**src/rtl/gpr_pkg.sv**
```systemverilog
package gpr_pkg;
    parameter int GPR_NREGS = 32;
    parameter int GPR_DW    = 8;

    typedef enum logic {
        GPR_W_BYTE = 1'b0,
        GPR_W_PAIR = 1'b1
    } gpr_width_e;
endpackage

```
**src/rtl/gpr_wr_dec.sv**
```systemverilog
module gpr_wr_dec
    import gpr_pkg::*;
#(
    parameter int NREGS = GPR_NREGS,
    parameter int DW    = GPR_DW,
    localparam int AW   = $clog2(NREGS),
    localparam int PW   = 2 * DW
) (
    input  logic                       wr_en,
    input  logic                       wr_wide,
    input  logic [AW-1:0]              wr_idx,
    input  logic [PW-1:0]              wr_data,
    output logic [NREGS-1:0]           we,
    output logic [NREGS-1:0][DW-1:0]   wd
);
    for (genvar i = 0; i < NREGS; i++) begin : g_slot
        localparam logic [AW-1:0] SLOT = AW'(i);
        logic pair_hit;
        logic byte_hit;
        logic is_pair;

        always_comb begin
            is_pair  = (gpr_width_e'(wr_wide) == GPR_W_PAIR);
            pair_hit = (wr_idx[AW-1:1] == SLOT[AW-1:1]);
            byte_hit = (wr_idx == SLOT);
            we[i]    = wr_en & (is_pair ? pair_hit : byte_hit);
            wd[i]    = (is_pair && SLOT[0]) ? wr_data[PW-1:DW] : wr_data[DW-1:0];
        end
    end
endmodule

```
**src/rtl/gpr_rd_port.sv**
```systemverilog
module gpr_rd_port
    import gpr_pkg::*;
#(
    parameter int NREGS = GPR_NREGS,
    parameter int DW    = GPR_DW,
    localparam int AW   = $clog2(NREGS),
    localparam int PW   = 2 * DW
) (
    input  logic [NREGS-1:0][DW-1:0] regs,
    input  logic [AW-1:0]            idx,
    input  logic                     wide,
    output logic [PW-1:0]            operand
);
    logic [AW-1:0] lo_idx;
    logic [AW-1:0] hi_idx;

    always_comb begin
        lo_idx = {idx[AW-1:1], 1'b0};
        hi_idx = {idx[AW-1:1], 1'b1};
        if (gpr_width_e'(wide) == GPR_W_PAIR) begin
            operand = {regs[hi_idx], regs[lo_idx]};
        end else begin
            operand = {{DW{1'b0}}, regs[idx]};
        end
    end
endmodule

```
**src/rtl/gpr_pair_file.sv**
```systemverilog
module gpr_pair_file
    import gpr_pkg::*;
#(
    parameter int NREGS = GPR_NREGS,
    parameter int DW    = GPR_DW,
    localparam int AW   = $clog2(NREGS),
    localparam int PW   = 2 * DW,
    localparam int NRD  = 2
) (
    input  logic          clk,
    input  logic          rst_n,
    input  logic [AW-1:0] rd_a_idx,
    input  logic [AW-1:0] rd_b_idx,
    input  logic          rd_wide,
    input  logic [AW-1:0] wr_idx,
    input  logic [PW-1:0] wr_data,
    input  logic          wr_wide,
    input  logic          wr_en,
    output logic [PW-1:0] op_a,
    output logic [PW-1:0] op_b
);
    typedef struct packed {
        logic [NREGS-1:0][DW-1:0] regs;
    } state_t;

    state_t state_d;
    state_t state_q;

    logic [NREGS-1:0]         slot_we;
    logic [NREGS-1:0][DW-1:0] slot_wd;

    gpr_wr_dec #(.NREGS(NREGS), .DW(DW)) i_wr_dec (
        .wr_en   (wr_en),
        .wr_wide (wr_wide),
        .wr_idx  (wr_idx),
        .wr_data (wr_data),
        .we      (slot_we),
        .wd      (slot_wd)
    );

    always_comb begin
        state_d = state_q;
        for (int i = 0; i < NREGS; i++) begin
            if (slot_we[i]) begin
                state_d.regs[i] = slot_wd[i];
            end
        end
    end

    always_ff @(posedge clk or negedge rst_n) begin
        if (!rst_n) begin
            state_q <= '0;
        end else begin
            state_q <= state_d;
        end
    end

    logic [NRD-1:0][AW-1:0] rd_idx;
    logic [NRD-1:0][PW-1:0] rd_op;

    assign rd_idx = {rd_b_idx, rd_a_idx};

    for (genvar p = 0; p < NRD; p++) begin : g_rd
        gpr_rd_port #(.NREGS(NREGS), .DW(DW)) i_rd (
            .regs    (state_q.regs),
            .idx     (rd_idx[p]),
            .wide    (rd_wide),
            .operand (rd_op[p])
        );
    end

    assign op_a = rd_op[0];
    assign op_b = rd_op[1];
endmodule

```
**config.mk**
```make
export PLATFORM = sky130hd
export DESIGN_NAME = gpr_pair_file
export DESIGN_NICKNAME = d
export VERILOG_FILES = /design/src/rtl/gpr_pkg.sv /design/src/rtl/gpr_wr_dec.sv /design/src/rtl/gpr_rd_port.sv /design/src/rtl/gpr_pair_file.sv
export SDC_FILE = /design/constraint.sdc
export NUM_CORES = 1
export LEC_CHECK = 0
export CAP_MARGIN = 20
export CORE_ASPECT_RATIO = 1.5
export CORE_UTILIZATION = 56
export DETAILED_ROUTE_END_ITERATION = 10
export GPL_TIMING_DRIVEN = 0
export PLACE_DENSITY = 0.77
export SLEW_MARGIN = 20
export SYNTH_ARGS = -nofsm -noshare
export SYNTH_HDL_FRONTEND = slang
export SYNTH_SLANG_ARGS = --single-unit
```
**constraint.sdc**
```tcl
create_clock -name clk -period 5 [get_ports clk]
set_clock_uncertainty 0.2 [all_clocks]
set_input_delay 1.5 -clock clk [delete_from_list [all_inputs] [get_ports clk]]
set_output_delay 1.5 -clock clk [all_outputs]
set_load 0.01 [all_outputs]
```
==> flow_metrics.tcl <==
set metrics [dict create \
    outcome "finished with violations" \
    violations "negative setup slack" \
    clock_latency_ns 0.57 \
    seq_area_frac_synth_pct 36.7 \
    grt_use_met2_pct 79.0 \
    grt_pass1_vias 16100 \
    via_per_inst 8.10 \
    cts_made_buffers 26 \
    slew_headroom_pct 13.4 \
    drc 0 \
    synthDistinctLibCells 37 \
    rsz0062_at_grt "yes" \
    crit_type "in -> out" \
    busiest_layer "met2" \
    ir_drop_v 0.000332 \
    clk_path_buf_depth 3 \
    largest_reg_flops 256 \
    drive_gt1_share_pct 39.8 \
    grt_first_pass_wirelength_mm 119 \
    clock.fmax_mhz 191 \
    hp-class "reg -> reg" \
    die_area_um2 31900 \
    syn2layout_area_growth_pct 23.7 \
    tightest_slew_ns 1.26 \
    synth_seq_cells 256 \
    multi_input_area_um2 11200 \
    synthesis.yosys.warnings 0 \
    finalCritPeriodShare_pct 105 \
    startpoint "rd_b_idx[1]" \
    finalMaxSlewViolations 0 \
    place_inst 1916 \
    row_count 78 \
    ctsHoldBuffers 0 \
    required_ns 3.30 \
    antenna_left 0 \
    grt_max_degree 104 \
    syn_inst 1452 \
    wl_per_cell_um 42.6 \
    gp_congestion 1.08 \
    clock-sinks 256 \
    ys.flop_type "dfrtp_1" \
    synth_area_um2 17500 \
    ctsHtreeMaxLevel 1 \
    async_reset_ff_share_pct 100 \
    min_period_ns 5.24 \
    tritoncts "done" \
    antenna_found_initial 5 \
    cts-root-buf "clkbuf_16" \
    p_per_area_nw_per_um2 403 \
    start_kind "primary input" \
    fin_nets 1636 \
    drv_cap 0 \
    leakage_nw 9.12 \
    io_pins 68 \
    grt_overflow 0 \
    synth_nets 1488 \
    hold_path.startpoint "state_q[15]$_DFFE_PN0P_" \
    largest_register "state_q" \
    endpoint_kind "primary output" \
    setup_viol 24 \
    met3_usage_pct 20.2 \
    drt_iter0_markers 2368 \
    grt_usage_pct 54.5 \
    clk_pin_slew_ns 0.07 \
    r2r-start "state_q[105]$_DFFE_PN0P_" \
    die_h_um 218 \
    regArea_um2 6410 \
    cp.arrival_ns 3.54 \
    io_buffers 60 \
    cp_max_fo 6 \
    synth-edff-count 0 \
    instances_no_fill 2020 \
    die_w_um 146 \
    avgSynthCellArea_um2 12.0 \
    wl_mm 86.0 \
    fin_ws_ns -0.235 \
    finalHoldViolations 0 \
    start_util_pct 57.3 \
    gr-usage-met1_pct 62.3 \
    fillers 2104 \
    power.total_w 0.00871 \
    core_um2 30400 \
    drt_pass1_iterations 7 \
    largest_registers "state_q (256)" \
    dp_hpwl_mm 61.6 \
    vias 16400 \
]
==> worst max-delay path, cell delays in order <==
cell     delay, ns
buf_12        0.12
buf_12        0.14
buf_12        0.14
buf_12        0.13
buf_6         0.09
mux4_2        0.55
mux4_2        0.48
nand2_2       0.11
o41ai_4       0.10
buf_2         0.16
==> final cells by class <==
class                           count  area share [%]
Timing Repair Buffer              127            6.23
Inverter                            3          0.0637
Tap cell                          400            2.32
Sequential cell                   256            29.7
Antenna cell                        1          0.0116
Clock inverter                     14           0.678
Buffer                            124            6.09
Multi-Input combinational cell   1062            51.6
Clock buffer                       33            3.32
==> metal layers <==
metal  vias up  wire length [um]
li1       5995                 -
met3       624             12100
met5         -                81
met2      1756             36100
met1      7993             26900
met4         4             10800
==> synth_stat cells (2+ instances only) <==
cell type	count	area [um^2]
dfrtp_1	256	6410
clkbuf_1	75	282
o22ai_1	14	87.6
and2_1	18	113
mux2_2	131	1480
mux4_2	157	3540
nand2_1	58	218
a221oi_1	29	254
nor3b_1	2	15.0
nor2_1	124	465
a22oi_1	56	420
o21ai_0	34	170
mux4_1	6	158
buf_4	7	52.6
a21oi_1	125	626
nand2b_1	8	50.1
mux2i_1	235	2350
inv_1	2	7.51
nand3_1	4	20.0
or2_2	3	18.8
a22o_1	28	245
nor2b_1	6	37.5
buf_1	9	33.8
buf_2	39	195
o41ai_1	14	123
==> through the flow <==
step           cell area [um^2]  hold slack [ns]  setup WS [ns]  util (%)   TNS, ns
6_report                  21600            0.317         -0.235      70.9     -2.82
5_1_grt                   21600            0.332         -0.229      70.9     -2.58
4_1_cts                   21100            0.312         -0.187      69.1     -2.10
3_5_place_dp              18700            0.297          -1.94      61.3    -47.87
3_3_place_gp              18600            0.277          -8.22      61.0  -2137.20
2_1_floorplan             17500            0.261        0.00417         -         0
==> report_power, final <==
group | internal [W] | switching, W
clock | 0.00112 | 0.000921
combinational | 0.00156 | 0.00145
sequential | 0.00257 | 0.00108
total | 0.00525 | 0.00345
==> cells by family (layout without fill, tap and decap cells) <==
group / count (synthesis) / after routing / share of synthesized area (%)
other cells: 0 / 1 / 0
compound gates: 306 / 306 / 11.3
simple gates: 226 / 227 / 5.49
flops: 256 / 256 / 36.7
buf+inv: 135 / 301 / 3.44
mux: 529 / 529 / 43.1
==> what timing repair did <==
action,in CTS,in global routing
setup buffers,34,26
pin swaps,32,24
gates cloned,8,2
setup endpoints to repair,32,29
hold endpoints to repair,0,0
resized for setup,449,96
==> final timing paths <==
kind                       slack (ns)                       end  cells after the start
min in group asynchronous        0.66  state_q[197]$_DFFE_PN0P_                      1
setup reg to reg                 3.69  state_q[105]$_DFFE_PN0P_                      2
hold reg to reg                  0.32   state_q[15]$_DFFE_PN0P_                      2
max in group asynchronous        2.55   state_q[14]$_DFFE_PN0P_                      3
setup / recovery                -0.24                   op_b[2]                     10
hold / removal                   0.32   state_q[15]$_DFFE_PN0P_                      2
==> placed cells by master (no fill, tap or decap), types with 18 or more instances in the layout <==
cell type and n:
a21oi_1 124, a22o_1 24, a22oi_1 32, a22oi_2 24, buf_12 24, buf_2 28, buf_4 41, buf_6 40
clkbuf_1 40, clkbuf_16 29, clkbuf_8 18, clkdlybuf4s50_1 24, dfrtp_1 256, mux2_2 131, mux2i_1 233, mux4_2 161
nand2_1 45, nor2_1 118, o21ai_0 34
(Power assumes the default switching activity.)
